[src/rtl/sfmt_pkg.sv]
package sfmt_pkg;

    localparam int REG_W     = 8;
    localparam int STOP_MAX  = 2;
    localparam int FRAME_MAX = 1 + REG_W + 1 + STOP_MAX;
    localparam int CNT_W     = $clog2(FRAME_MAX + 1);
    localparam int IDX_W     = $clog2(REG_W);

    // control byte bit positions
    localparam int B_INV   = 0;
    localparam int B_MSB   = 1;
    localparam int B_RSV   = 2;
    localparam int B_SC    = 3;
    localparam int B_LEN7  = 4;
    localparam int B_PEN   = 5;
    localparam int B_ODD   = 6;
    localparam int B_STOP2 = 7;

    typedef struct packed {
        logic inv;
        logic msb;
        logic sc;
        logic len7;
        logic par_en;
        logic odd;
        logic stop2;
    } cfg_t;

    function automatic cfg_t cfg_unpack(input logic [REG_W-1:0] b);
        cfg_t c;
        c.inv    = b[B_INV];
        c.msb    = b[B_MSB];
        c.sc     = b[B_SC];
        c.len7   = b[B_LEN7];
        c.par_en = b[B_PEN];
        c.odd    = b[B_ODD];
        c.stop2  = b[B_STOP2];
        return c;
    endfunction

    function automatic logic [REG_W-1:0] cfg_pack(input cfg_t c);
        logic [REG_W-1:0] b;
        b          = '0;
        b[B_INV]   = c.inv;
        b[B_MSB]   = c.msb;
        b[B_RSV]   = 1'b1;
        b[B_SC]    = c.sc;
        b[B_LEN7]  = c.len7;
        b[B_PEN]   = c.par_en;
        b[B_ODD]   = c.odd;
        b[B_STOP2] = c.stop2;
        return b;
    endfunction

    // smart-card mode overrides length and parity choices
    function automatic cfg_t cfg_effective(input cfg_t c);
        cfg_t e;
        e = c;
        if (c.sc) begin
            e.len7   = 1'b0;
            e.par_en = 1'b1;
            e.odd    = 1'b0;
        end
        return e;
    endfunction

    function automatic int char_bits(input cfg_t c);
        return c.len7 ? REG_W - 1 : REG_W;
    endfunction

    // register byte -> line data bits in time order (index 0 sent first)
    function automatic logic [REG_W-1:0] to_line(input logic [REG_W-1:0] d, input cfg_t c);
        logic [REG_W-1:0] o;
        int n;
        n = char_bits(c);
        o = '0;
        for (int i = 0; i < REG_W; i++) begin
            if (i < n) o[i] = (c.msb ? d[REG_W-1-i] : d[i]) ^ c.inv;
        end
        return o;
    endfunction

    // line data bits in time order -> register byte
    function automatic logic [REG_W-1:0] from_line(input logic [REG_W-1:0] r, input cfg_t c);
        logic [REG_W-1:0] o;
        int n;
        n = char_bits(c);
        o = '0;
        for (int i = 0; i < REG_W; i++) begin
            if (i < n) begin
                if (c.msb) o[REG_W-1-i] = r[i] ^ c.inv;
                else       o[i]         = r[i] ^ c.inv;
            end
        end
        return o;
    endfunction

endpackage

[src/rtl/sfmt_ctl.sv]
module sfmt_ctl
    import sfmt_pkg::*;
(
    input  logic             clk,
    input  logic             rst,
    input  logic             we,
    input  logic [REG_W-1:0] wdata,
    output cfg_t             cfg,
    output logic [REG_W-1:0] rdata
);

    typedef struct packed {
        cfg_t raw;
    } ctl_st_t;

    ctl_st_t st_d, st_q;

    always_comb begin
        st_d = st_q;
        if (we) st_d.raw = cfg_unpack(wdata);
    end

    always_ff @(posedge clk) begin
        if (rst) st_q <= '0;
        else     st_q <= st_d;
    end

    assign cfg   = cfg_effective(st_q.raw);
    assign rdata = cfg_pack(st_q.raw);

endmodule

[src/rtl/sfmt_tx.sv]
module sfmt_tx
    import sfmt_pkg::*;
(
    input  logic             clk,
    input  logic             rst,
    input  logic             bit_tick,
    input  cfg_t             cfg,
    input  logic             tx_valid,
    input  logic [REG_W-1:0] tx_data,
    output logic             tx_ready,
    output logic             tx_line
);

    typedef struct packed {
        logic                 busy;
        logic                 line;
        logic [FRAME_MAX-1:0] sh;
        logic [CNT_W-1:0]     cnt;
    } tx_st_t;

    tx_st_t st_d, st_q;

    logic [REG_W-1:0]     line_bits;
    logic                 par_bit;
    logic [FRAME_MAX-1:0] frame;
    int                   nbits;
    int                   flen;

    always_comb begin
        nbits     = char_bits(cfg);
        line_bits = to_line(tx_data, cfg);
        par_bit   = (^line_bits) ^ cfg.odd;
        frame     = '1;
        frame[0]  = 1'b0;
        for (int i = 0; i < REG_W; i++) begin
            if (i < nbits) frame[1+i] = line_bits[i];
        end
        if (cfg.par_en) frame[1+nbits] = par_bit;
        flen = 2 + nbits + int'(cfg.par_en) + int'(cfg.stop2);

        st_d = st_q;
        if (!st_q.busy && tx_valid) begin
            st_d.busy = 1'b1;
            st_d.sh   = frame;
            st_d.cnt  = CNT_W'(flen);
        end else if (st_q.busy && bit_tick) begin
            if (st_q.cnt != '0) begin
                st_d.line = st_q.sh[0];
                st_d.sh   = {1'b1, st_q.sh[FRAME_MAX-1:1]};
                st_d.cnt  = st_q.cnt - 1'b1;
            end else begin
                st_d.busy = 1'b0;
            end
        end
    end

    always_ff @(posedge clk) begin
        if (rst) begin
            st_q      <= '0;
            st_q.line <= 1'b1;
            st_q.sh   <= '1;
        end else begin
            st_q <= st_d;
        end
    end

    assign tx_ready = !st_q.busy;
    assign tx_line  = st_q.line;

endmodule

[src/rtl/sfmt_rx.sv]
module sfmt_rx
    import sfmt_pkg::*;
(
    input  logic             clk,
    input  logic             rst,
    input  logic             bit_tick,
    input  cfg_t             cfg,
    input  logic             rx_line,
    output logic             rx_valid,
    output logic [REG_W-1:0] rx_data,
    output logic             rx_perr
);

    typedef enum logic [1:0] {
        RX_IDLE = 2'd0,
        RX_DATA = 2'd1,
        RX_PAR  = 2'd2
    } rx_ph_t;

    typedef struct packed {
        rx_ph_t           ph;
        cfg_t             cfg;
        logic [REG_W-1:0] sh;
        logic [IDX_W-1:0] idx;
        logic             valid;
        logic             perr;
        logic [REG_W-1:0] data;
    } rx_st_t;

    rx_st_t st_d, st_q;
    int     nbits;

    always_comb begin
        nbits    = char_bits(st_q.cfg);
        st_d       = st_q;
        st_d.valid = 1'b0;
        st_d.perr  = 1'b0;
        if (bit_tick) begin
            unique case (st_q.ph)
                RX_IDLE: begin
                    if (!rx_line) begin
                        st_d.ph  = RX_DATA;
                        st_d.idx = '0;
                        st_d.sh  = '0;
                        st_d.cfg = cfg;
                    end
                end
                RX_DATA: begin
                    st_d.sh[st_q.idx] = rx_line;
                    if (st_q.idx == IDX_W'(nbits - 1)) begin
                        if (st_q.cfg.par_en) begin
                            st_d.ph = RX_PAR;
                        end else begin
                            st_d.ph    = RX_IDLE;
                            st_d.valid = 1'b1;
                            st_d.data  = from_line(st_d.sh, st_q.cfg);
                        end
                    end else begin
                        st_d.idx = st_q.idx + 1'b1;
                    end
                end
                RX_PAR: begin
                    st_d.ph    = RX_IDLE;
                    st_d.valid = 1'b1;
                    st_d.data  = from_line(st_q.sh, st_q.cfg);
                    st_d.perr  = rx_line ^ (^st_q.sh) ^ st_q.cfg.odd;
                end
                default: st_d.ph = RX_IDLE;
            endcase
        end
    end

    always_ff @(posedge clk) begin
        if (rst) st_q <= '0;
        else     st_q <= st_d;
    end

    assign rx_valid = st_q.valid;
    assign rx_data  = st_q.data;
    assign rx_perr  = st_q.perr;

endmodule

[src/rtl/sfmt_top.sv]
module sfmt_top
    import sfmt_pkg::*;
(
    input  logic       clk,
    input  logic       rst,
    input  logic       bit_tick,
    input  logic       cfg_we,
    input  logic [7:0] cfg_wdata,
    output logic [7:0] cfg_rdata,
    input  logic       tx_valid,
    input  logic [7:0] tx_data,
    output logic       tx_ready,
    output logic       tx_line,
    input  logic       rx_line,
    output logic       rx_valid,
    output logic [7:0] rx_data,
    output logic       rx_perr
);

    cfg_t cfg;

    sfmt_ctl u_ctl (
        .clk   (clk),
        .rst   (rst),
        .we    (cfg_we),
        .wdata (cfg_wdata),
        .cfg   (cfg),
        .rdata (cfg_rdata)
    );

    sfmt_tx u_tx (
        .clk      (clk),
        .rst      (rst),
        .bit_tick (bit_tick),
        .cfg      (cfg),
        .tx_valid (tx_valid),
        .tx_data  (tx_data),
        .tx_ready (tx_ready),
        .tx_line  (tx_line)
    );

    sfmt_rx u_rx (
        .clk      (clk),
        .rst      (rst),
        .bit_tick (bit_tick),
        .cfg      (cfg),
        .rx_line  (rx_line),
        .rx_valid (rx_valid),
        .rx_data  (rx_data),
        .rx_perr  (rx_perr)
    );

endmodule

[config.mk]
export PLATFORM = sky130hd
export DESIGN_NAME = sfmt_top
export DESIGN_NICKNAME = d
export VERILOG_FILES = /design/src/rtl/sfmt_pkg.sv /design/src/rtl/sfmt_ctl.sv /design/src/rtl/sfmt_tx.sv /design/src/rtl/sfmt_rx.sv /design/src/rtl/sfmt_top.sv
export SDC_FILE = /design/constraint.sdc
export NUM_CORES = 1
export LEC_CHECK = 0
export CAP_MARGIN = 10
export CORE_MARGIN = 4
export CORE_UTILIZATION = 60
export CTS_CLUSTER_SIZE = 40
export DETAILED_ROUTE_END_ITERATION = 16
export PLACE_DENSITY = 0.93
export RECOVER_POWER = 25
export REMOVE_ABC_BUFFERS = 1
export SYNTH_ARGS = -nofsm -noshare
export SYNTH_HDL_FRONTEND = slang
export SYNTH_SLANG_ARGS = --single-unit
[constraint.sdc]
create_clock -name clk -period 3.2 [get_ports clk]
set_input_delay 0.32 -clock clk [delete_from_list [all_inputs] [get_ports clk]]
set_output_delay 0.32 -clock clk [all_outputs]
set_load 0.005 [all_outputs]
Word-level counts from Yosys, hierarchy flattened
Index checks and enable logic that the tools add are counted.
Widths: inputs -> output; s select.
{"block": "word_totals", "regBits": 55, "input_bits": 22, "word_cells": 224, "out_inout_bits": 20}
{"block": "classes", "n_reduce_logical": 23, "add_sub_neg": 7, "bitwise": 31, "n_eq_ne": 8, "magnitude_cmp": 20, "n_mux": 111}
{"cell": "$lt 4x32->1 const A", "count": 4}
{"cell": "$mux 1", "count": 86}
{"cell": "$lt 3x32->1 const A", "count": 2}
{"cell": "$add 2x32->32 const A", "count": 1}
{"cell": "$ge 32x1->1 const B", "count": 1}
{"cell": "$lt 1x32->1 const A", "count": 1}
{"cell": "$lt 2x32->1 const A", "count": 1}
{"cell": "$lt 32x6->1 const B", "count": 1}
{"cell": "$xor 1x1->1", "count": 27}
{"cell": "$pmux 11 s2", "count": 1}
{"cell": "$mux 20", "count": 1}
{"cell": "$mux 18", "count": 1}
{"cell": "$mux 17", "count": 1}
{"cell": "$lt 3x4->1 const A", "count": 4}
{"cell": "$mux 16", "count": 1}
{"cell": "$mux 8", "count": 2}
{"cell": "$pmux 8 s2", "count": 1}
{"cell": "$reduce_xor 8->1", "count": 2}
{"cell": "$bwmux 12", "count": 1}
{"cell": "$mux 12", "count": 1}
{"cell": "$mux 2", "count": 6}
{"cell": "$reduce_and 3->1", "count": 4}
{"cell": "$add 4x2->4", "count": 2}
{"cell": "$bwmux 8", "count": 1}
{"cell": "other kinds (29)", "count": 47}

Longest topological paths before layout
Gate-level depths: netlist (run 1).
{"block": "depth", "depth_word": 13, "depth_mapped": 9, "depth_no_buf": 8}

Cells and area by module
Synthesis (run 1) repeated with hierarchy kept, for this count alone.
{"block": "hier_totals", "hier_cells": 404, "hier_area_um2": 3449.6}
{"module": "sfmt_rx", "seq_area_each_um2": 560.5, "area_per_inst_um2": 1896.8, "instances": 1, "cells_each": 231}
{"module": "sfmt_tx", "seq_area_each_um2": 360.3, "area_per_inst_um2": 1244.9, "instances": 1, "cells_each": 142}
{"module": "sfmt_ctl", "seq_area_each_um2": 140.1, "area_per_inst_um2": 307.8, "instances": 1, "cells_each": 31}

Worst setup path before layout (run 1)
OpenSTA, ideal clock, no wires.
{"block": "synth_path", "kind": "register to register", "start": "reg u_rx.st_q[11] in the netlist's numbering", "end": "reg u_rx.st_q (netlist bit u_rx.rx_data[7])", "arrival_ns": 1.680, "n_path_buf": 1, "slack_ns": 1.403, "synth_period_minus_slack_ns": 1.797, "t_required_ns": 3.083, "setup_time_ns": 0.117, "path_stages_with_launch": 7, "path_cell_list": "dfxtp_1 buf_4 nor3_1 mux2i_1 xnor2_1 mux4_2 a22o_1"}
{"block": "synth_via", "elab_chain_len": 13, "elab_cells_between_ends": 18, "cone_classes": "order compare (2); eq/ne (2); mux (10); bitwise (2); reduce/logical (2)"}
{"item": "from (decl)", "line_no": "sfmt_rx.sv:30", "source": "rx_st_t st_d, st_q;"}
{"item": "from (signal assigned)", "line_no": "sfmt_rx.sv:75", "source": "else st_q <= st_d;"}
{"item": "$lt 3x4->1 (not written as such) or $ge 3x1->1 (tied branches)", "line_no": "sfmt_rx.sv:49", "source": "st_d.sh[st_q.idx] = rx_line;"}
{"item": "$logic_and 1x1->1 (not written as such)", "line_no": "sfmt_rx.sv:49"}
{"item": "$mux 1 (not written as such)", "line_no": "sfmt_rx.sv:49"}
{"item": "$demux 1 s3"}
{"item": "$bwmux 8", "line_no": "sfmt_rx.sv:49"}
{"item": "$xor 1x1->1", "line_no": "sfmt_pkg.sv:91", "source": "if (c.msb) o[REG_W-1-i] = r[i] ^ c.inv;"}
{"item": "$mux 1", "line_no": "sfmt_pkg.sv:91"}
{"item": "$mux 1", "line_no": "sfmt_pkg.sv:90", "source": "if (i < n) begin"}
{"item": "$mux 1", "line_no": "sfmt_pkg.sv:91"}
{"item": "$mux 1", "line_no": "sfmt_pkg.sv:90"}
{"item": "$mux 8", "line_no": "sfmt_rx.sv:51", "source": "if (st_q.cfg.par_en) begin"}
{"item": "$mux 8", "line_no": "sfmt_rx.sv:50", "source": "if (st_q.idx == IDX_W'(nbits - 1)) begin"}
{"item": "$pmux 8 s2", "line_no": "sfmt_rx.sv:39", "source": "unique case (st_q.ph)"}
Parallel ways exist; a longest one is shown, timed or not. The select of a mux whose other input is x is not followed.
A chain may end at the register's enable or synchronous reset.

Final worst setup path (run 1)
{"block": "layout_path", "start": "reg u_ctl.st_q (netlist bit u_ctl.cfg[5])", "end": "reg u_tx.st_q[13] in the netlist's numbering"}
{"block": "layout_via", "elab_chain_len": 8, "elab_cells_between_ends": 29, "cone_classes": "mux (19); bitwise (9); reduce/logical (1)"}
{"item": "from (decl)", "line_no": "sfmt_ctl.sv:16", "source": "ctl_st_t st_d, st_q;"}
{"item": "from (signal assigned)", "line_no": "sfmt_ctl.sv:25", "source": "else st_q <= st_d;"}
{"item": "$mux 1", "line_no": "sfmt_pkg.sv:78", "source": "if (i < n) o[i] = (c.msb ? d[REG_W-1-i] : d[i]) ^ c.inv;"}
{"item": "$xor 1x1->1", "line_no": "sfmt_pkg.sv:78"}
{"item": "$mux 1", "line_no": "sfmt_pkg.sv:78"}
{"item": "$reduce_xor 8->1 (*)", "line_no": "sfmt_tx.sv:32", "source": "par_bit = (^line_bits) ^ cfg.odd;"}
{"item": "$xor 1x1->1 (*)", "line_no": "sfmt_tx.sv:32"}
{"item": "$bwmux 12 (*)", "line_no": "sfmt_tx.sv:38", "source": "if (cfg.par_en) frame[1+nbits] = par_bit;"}
{"item": "$mux 12 (*)", "line_no": "sfmt_tx.sv:38"}
{"item": "$mux 16 (*)", "line_no": "sfmt_tx.sv:42", "source": "if (!st_q.busy && tx_valid) begin"}
{"item": "to (signal assigned)", "line_no": "sfmt_tx.sv:63", "source": "st_q <= st_d;"}
{"item": "to (decl)", "line_no": "sfmt_tx.sv:21", "source": "tx_st_t st_d, st_q;"}
Mark *: on every way between the ends. The rest lies on a longest branch, timed or not.

==> results of run 1 <==
==> placed cells by master, fill, tap and decap left out, types with 2 or more instances in the layout <==
cell type,Yosys,layout
a21oi_1,12,12
nor2_1,41,41
and3_1,2,2
or2_2,2,2
xor2_1,18,18
a211oi_1,5,5
mux2i_1,41,41
a22oi_1,7,7
dfxtp_1,53,53
a21o_1,7,7
xnor2_1,30,30
clkbuf_8,0,5
o21ai_0,14,14
inv_1,8,8
and3b_1,2,2
nand3_1,11,11
dlygate4sd3_1,0,13
ha_1,7,7
nand2b_1,2,2
a22o_1,8,8
clkinv_2,0,2
nor3b_1,4,4
buf_4,15,4
nand3b_1,3,3
nand2_1,50,50
clkdlybuf4s50_1,0,26
nor2b_1,3,3
==> critical path: stages, from the launching register on <==
cell and delay [ns]:
dfxtp_1 0.80, mux2i_1 0.30, xnor2_1 0.20, xnor2_1 0.17, xnor3_1 0.28, xor2_1 0.18
o31a_1 0.24
==> final cells by class <==
class | count | area (um^2)
clock buffer | 5 | 68.8
timing repair buffer | 44 | 424
clock inverter | 3 | 17.5
sequential | 53 | 1060
multi-input combinational | 287 | 1980
inverter | 8 | 30.0
fill | 388 | 1540
tap | 70 | 87.6
==> cell usage after synthesis (2+ instances only) <==
cell type and count:
buf_6 2, a211oi_1 5, a22oi_1 7, a22o_1 8, or2_2 2, nor3b_1 4
nand2_1 50, and3b_1 2, buf_2 7, nor2b_1 3, buf_4 15, nor2_1 41
dfxtp_1 53, mux2i_1 41, nand3b_1 3, and3_1 2, nand2b_1 2, ha_1 7
a21o_1 7, inv_1 8, xnor2_1 30, nand3_1 11, o21ai_0 14, xor2_1 18
a21oi_1 12, clkbuf_1 14
==> power breakdown <==
part	switching, mW	total, mW	internal (mW)
combinational	0.139	0.273	0.135
clock	0.223	0.375	0.152
sequential	0.0287	0.717	0.689
==> how the worst min path moves through the flow <==
stage / cells past startpoint / endpoint / from
finish: 1 / u_tx.st_q[15]$_SDFFE_PP1P_ / u_tx.st_q[15]$_SDFFE_PP1P_
global route: 1 / u_tx.st_q[15]$_SDFFE_PP1P_ / u_tx.st_q[15]$_SDFFE_PP1P_
CTS: 1 / u_tx.st_q[15]$_SDFFE_PP1P_ / u_tx.st_q[15]$_SDFFE_PP1P_
detailed placement: 1 / u_tx.st_q[15]$_SDFFE_PP1P_ / u_tx.st_q[15]$_SDFFE_PP1P_
global placement: 1 / u_tx.st_q[15]$_SDFFE_PP1P_ / u_tx.st_q[15]$_SDFFE_PP1P_
floorplan: 1 / u_rx.st_q[22]$_SDFFE_PP0P_ / rst
==> kinds of logic (layout without fill, tap and decap cells) <==
kind of cell	Yosys count	after routing	synth area share, %
and+or+nand+nor	126	126	17.1
AOI/OAI and AO/OA	60	60	12.2
DFF	53	53	32.2
xor gates and xnor gates	49	49	13.4
buffers and inverters	47	60	7.78
muxes	43	43	13.9
adders and majority gates	8	8	3.26
other	1	1	0.114
==> state kept, by name (all words and copies together) (netlist names) <==
name           count
u_tx.st_q         17
u_tx.tx_line       1
u_ctl.cfg          4
u_rx.rx_valid      1
u_rx.rx_perr       1
u_ctl.rdata        3
u_rx.st_q         18
u_rx.rx_data       8
==> layer usage <==
layer  vias up  wire [um]  track usage (%)
met1      1197       2960             26.3
met3        10        537             3.90
li1       1313          -                -
met5         -          0                0
met4         0        108             11.3
met2       113       3250             36.1
==> metrics by stage <==
stage / cell area (um^2) / setup WS (ns) / util (%) / instances / hold slack (ns)
3_5_place_dp: 3580 / 0.826 / 68.9 / 462 / 0.434
5_1_grt: 3670 / 0.725 / 70.5 / 470 / 0.473
3_3_place_gp: 3580 / 0.879 / 68.9 / 462 / 0.429
4_1_cts: 3670 / 0.940 / 70.5 / 470 / 0.462
2_1_floorplan: 3070 / 1.18 / - / 348 / 0.389
6_report: 3670 / 0.922 / 70.5 / 470 / 0.467
==> metrics.cfg, run 1 <==
[status]
outcome=finished clean

[sta]
setup_viol=0
fmax_mhz=439
hold_viol=0
finalCritPeriodShare_pct=71.2
rsz0062_at_grt=no
report.final.slew_viol_count=0
tns_ns=0
fin_crit_ns=2.28
clock_skew_ns=0.0135
worst_pin_slew_ns=0.920
slew_headroom_pct=38.6

[global_route]
grt_pass1_wl_um=11400
grt_start_max_net_pins=19
grt_overflow=0
grt_usage_pct=21.5
antenna_found_initial=0
grt_pass1_vias=2614

[floorplanning]
die_w_um=82.1
die_h_um=82.1
dieArea_mm2=0.00674
start_util_pct=63.3
rows=26
io-pin-count=42
core_mm2=0.00520

[clocking]
postCtsSetupRepairBufs=0
cts_hold_buf=0
cts-root-buf=clkbuf_8
worstSkewPairLatency_ns=0.31
htreeDepth=2
numCtsBuffers=5
cts_resized=0
clkSlewWorstSetupHoldPaths_ns=0.10
cts.sinks=53
clk_path_buf_depth=2
cts_tree=yes

[logic_synthesis]
yosysSeqAreaShare_pct=32.2
synth.area.top_cells=dfxtp_1, mux2i_1, xnor2_1, nand2_1, xor2_1
synth_enable_flop_cells=0
synth_top_area_share_pct=32.2
avgSynthCellArea_um2=8.52
yosysWarnings=0
ys.flop_type=dfxtp_1
synth_area_mm2=0.00330
netlist_instances=387
yosys.area.top_type=dfxtp_1
synth-seq-cells=53
async_flop_share_pct=0
yosysUniqueCellTypes=45

[route]
firstDrtPassIters=4
drt-initial-drc-count=174
vias=2633
routed_via_density=5.60
ant_nets=0
drcViolationCount=0
post_drt_wl_per_cell_um=14.6
wl_um=6850

[final_layout]
fin_nets=429
area_delta_synth_final_pct=11.3
n_antenna_cell=0
drive_gt1_share_pct=4.00

[critical_path]
timing.rr.end=u_tx.st_q[13]$_SDFFE_PP1P_
r2r_cells=6
cp-endpoint=u_tx.st_q[13]$_SDFFE_PP1P_
rrSetupSlack_ns=0.92
setup.worst_path.start=u_ctl.cfg[5]$_SDFFE_PP0P_
critPathRequiredTime_ns=3.41
critPathLaunchType=flop
cp-end-kind=flop
arrival_ns=2.48
rr_startpoint=u_ctl.cfg[5]$_SDFFE_PP0P_
cp_max_fo=15
worstSetupPathType=reg2reg

[min_path]
min_path_type=reg2reg

[flow_run]
drv_cap=0

[power_and_ir_drop]
ir_worst_vdd_mv=0.214
fin_total_pwr_mw=1.37
pwr_density_cell_mw_per_mm2=372
p_leak_nw=1.47

[placed_design]
port_buffers=39
dp_hpwl_um=4900
gp_congestion=0.834

No activity file was read; power rests on OpenSTA's default activity.
==> inputs of run 2 (changes only) <==
Settings changed: CORE_UTILIZATION 60 to 56, PLACE_DENSITY 0.93 to 0.88.
Clock period 3.2 ns to 2.3 ns, I/O delays scaled along.
==> run 2 against run 1 <==
Die area rose by 6.4%. First-iteration DRC count fell by 17%. Via count rose by 1.7%. Sequential share of layout area fell by 0.44 points. Clock-buffer cell count did not move. Clock power rose by 29%. Largest cell class unchanged. Clock skew fell by 0.011 ns. Sequential power rose by 38%. Core utilization fell by 4.1 points. Non-clock buffer count rose by 9. Global-route usage fell by 1.8 points. Worst setup slack got worse by 0.71 ns.
==> metrics.cfg, run 2 (synthesis gave the netlist of run 1 again) <==
[status]
outcome=finished clean

[clocking]
cts_tree=yes
worstSkewPairLatency_ns=0.30
clk_path_buf_depth=2
clkSlewWorstSetupHoldPaths_ns=0.09
cts_hold_buf=0
postCtsSetupRepairBufs=0
cts_resized=0
numCtsBuffers=5
cts.sinks=53
cts-root-buf=clkbuf_8
htreeDepth=2

[final_layout]
regMostFlops=u_rx.st_q
multi_input_area_mm2=0.00198
mostFrequentLayoutCells=dfxtp_1, nand2_1, nor2_1, mux2i_1, xnor2_1
n_antenna_cell=0
final_area_mm2=0.00372
seq_area_mm2=0.00106
fin_nets=438
fillers=492
area_delta_synth_final_pct=13.0
largest_reg_flops=18
drive_gt1_share_pct=5.65
final_common_cell=dfxtp_1

[global_route]
grt_start_max_net_pins=23
grt_pass1_wl_um=11700
grt_pass1_vias=2596
grt_overflow=0
grt_usage_pct=19.8
antenna_found_initial=0

[floorplanning]
io-pin-count=42
core_mm2=0.00561
die_h_um=84.7
dieArea_mm2=0.00718
rows=27
die_w_um=84.7
start_util_pct=58.8

[sta]
rsz0062_at_grt=no
setup_viol=0
worst_pin_slew_ns=0.953
clock_skew_ns=0.00273
finalCritPeriodShare_pct=90.9
slew_headroom_pct=36.5
report.final.slew_viol_count=0
fmax_mhz=478
hold_viol=0
tns_ns=0
fin_crit_ns=2.09

[route]
drcViolationCount=0
post_drt_wl_per_cell_um=14.7
wl_um=7050
routed_via_density=5.59
vias=2678
ant_nets=0
drt-initial-drc-count=145
firstDrtPassIters=4

[critical_path]
cp-end-kind=flop
crit_chain=dlygate4sd3_1 -> clkbuf_1 -> clkbuf_1 -> o21bai_1
worstSetupPathType=in2reg
crit_path_frequent_cell=clkbuf_1
cp_max_fo=22
critPathLaunchType=input port
arrival_ns=2.33
crit_slowest_cell=dlygate4sd3_1
critPathMaxStageDelay_ns=0.77
r2r_cells=8
critPathRequiredTime_ns=2.54

[flow_run]
drv_cap=0

[min_path]
min_path_type=reg2reg
min_path_cells=1

[placed_design]
port_buffers=39
gp_congestion=0.855
post_dp_cell_area_mm2=0.00365
dp_hpwl_um=5370

[power_and_ir_drop]
p_leak_nw=1.50
pwr_density_cell_mw_per_mm2=503
ir_worst_vdd_mv=0.299

==> run 2: path summary, 6_finish.rpt <==
path / startpoint / end / slack [ns]
max: rst / u_tx.st_q[4]$_SDFFE_PP1P_ / 0.21
min: u_tx.st_q[15]$_SDFFE_PP1P_ / u_tx.st_q[15]$_SDFFE_PP1P_ / 0.46
max reg2reg: u_rx.st_q[29]$_SDFFE_PP0P_ / u_rx.rx_data[6]$_SDFFE_PP0P_ / 0.21
min reg2reg: u_tx.st_q[15]$_SDFFE_PP1P_ / u_tx.st_q[15]$_SDFFE_PP1P_ / 0.46
==> run 2: layout make-up <==
class / instances / share of cell area [%]
Multi-Input combinational cell: 287 / 53.2
Sequential cell: 53 / 28.5
Tap cell: 72 / 2.42
Clock buffer: 5 / 1.85
Timing Repair Buffer: 53 / 13.1
Inverter: 8 / 0.806
Clock inverter: 1 / 0.134
==> run 2: metrics by stage <==
step	util [%]	hold slack (ns)	instances	setup WS, ns	power (mW)
after CTS	66.5	0.458	479	0.169	1.89
after floorplan	-	0.299	348	0.283	1.25
after detailed placement	65.2	0.431	473	0.0682	1.41
after global placement	65.2	0.428	473	0.100	1.39
final	66.4	0.457	479	0.209	1.87
after global routing	66.4	0.484	479	0.0403	1.97
==> run 2: report_power, final <==
part	switching [mW]	internal (mW)	total (mW)
Combinational	0.199	0.196	0.396
Sequential	0.0341	0.958	0.992
Clock	0.284	0.201	0.485
Total	0.518	1.36	1.87
==> run 2: critical path, delay by kind of cell <==
family	cells	cell delay, ns
buffers and inverters	3	1.88
AO/OA/AOI/OAI	1	0.21
==> run 2: per-layer routing <==
metal	wire length, um	GRT usage, %	up-vias
met5	0	0	-
met4	143	7.48	0
met3	407	4.02	13
met2	3380	33.4	91
met1	3120	24.7	1245
li1	-	-	1329
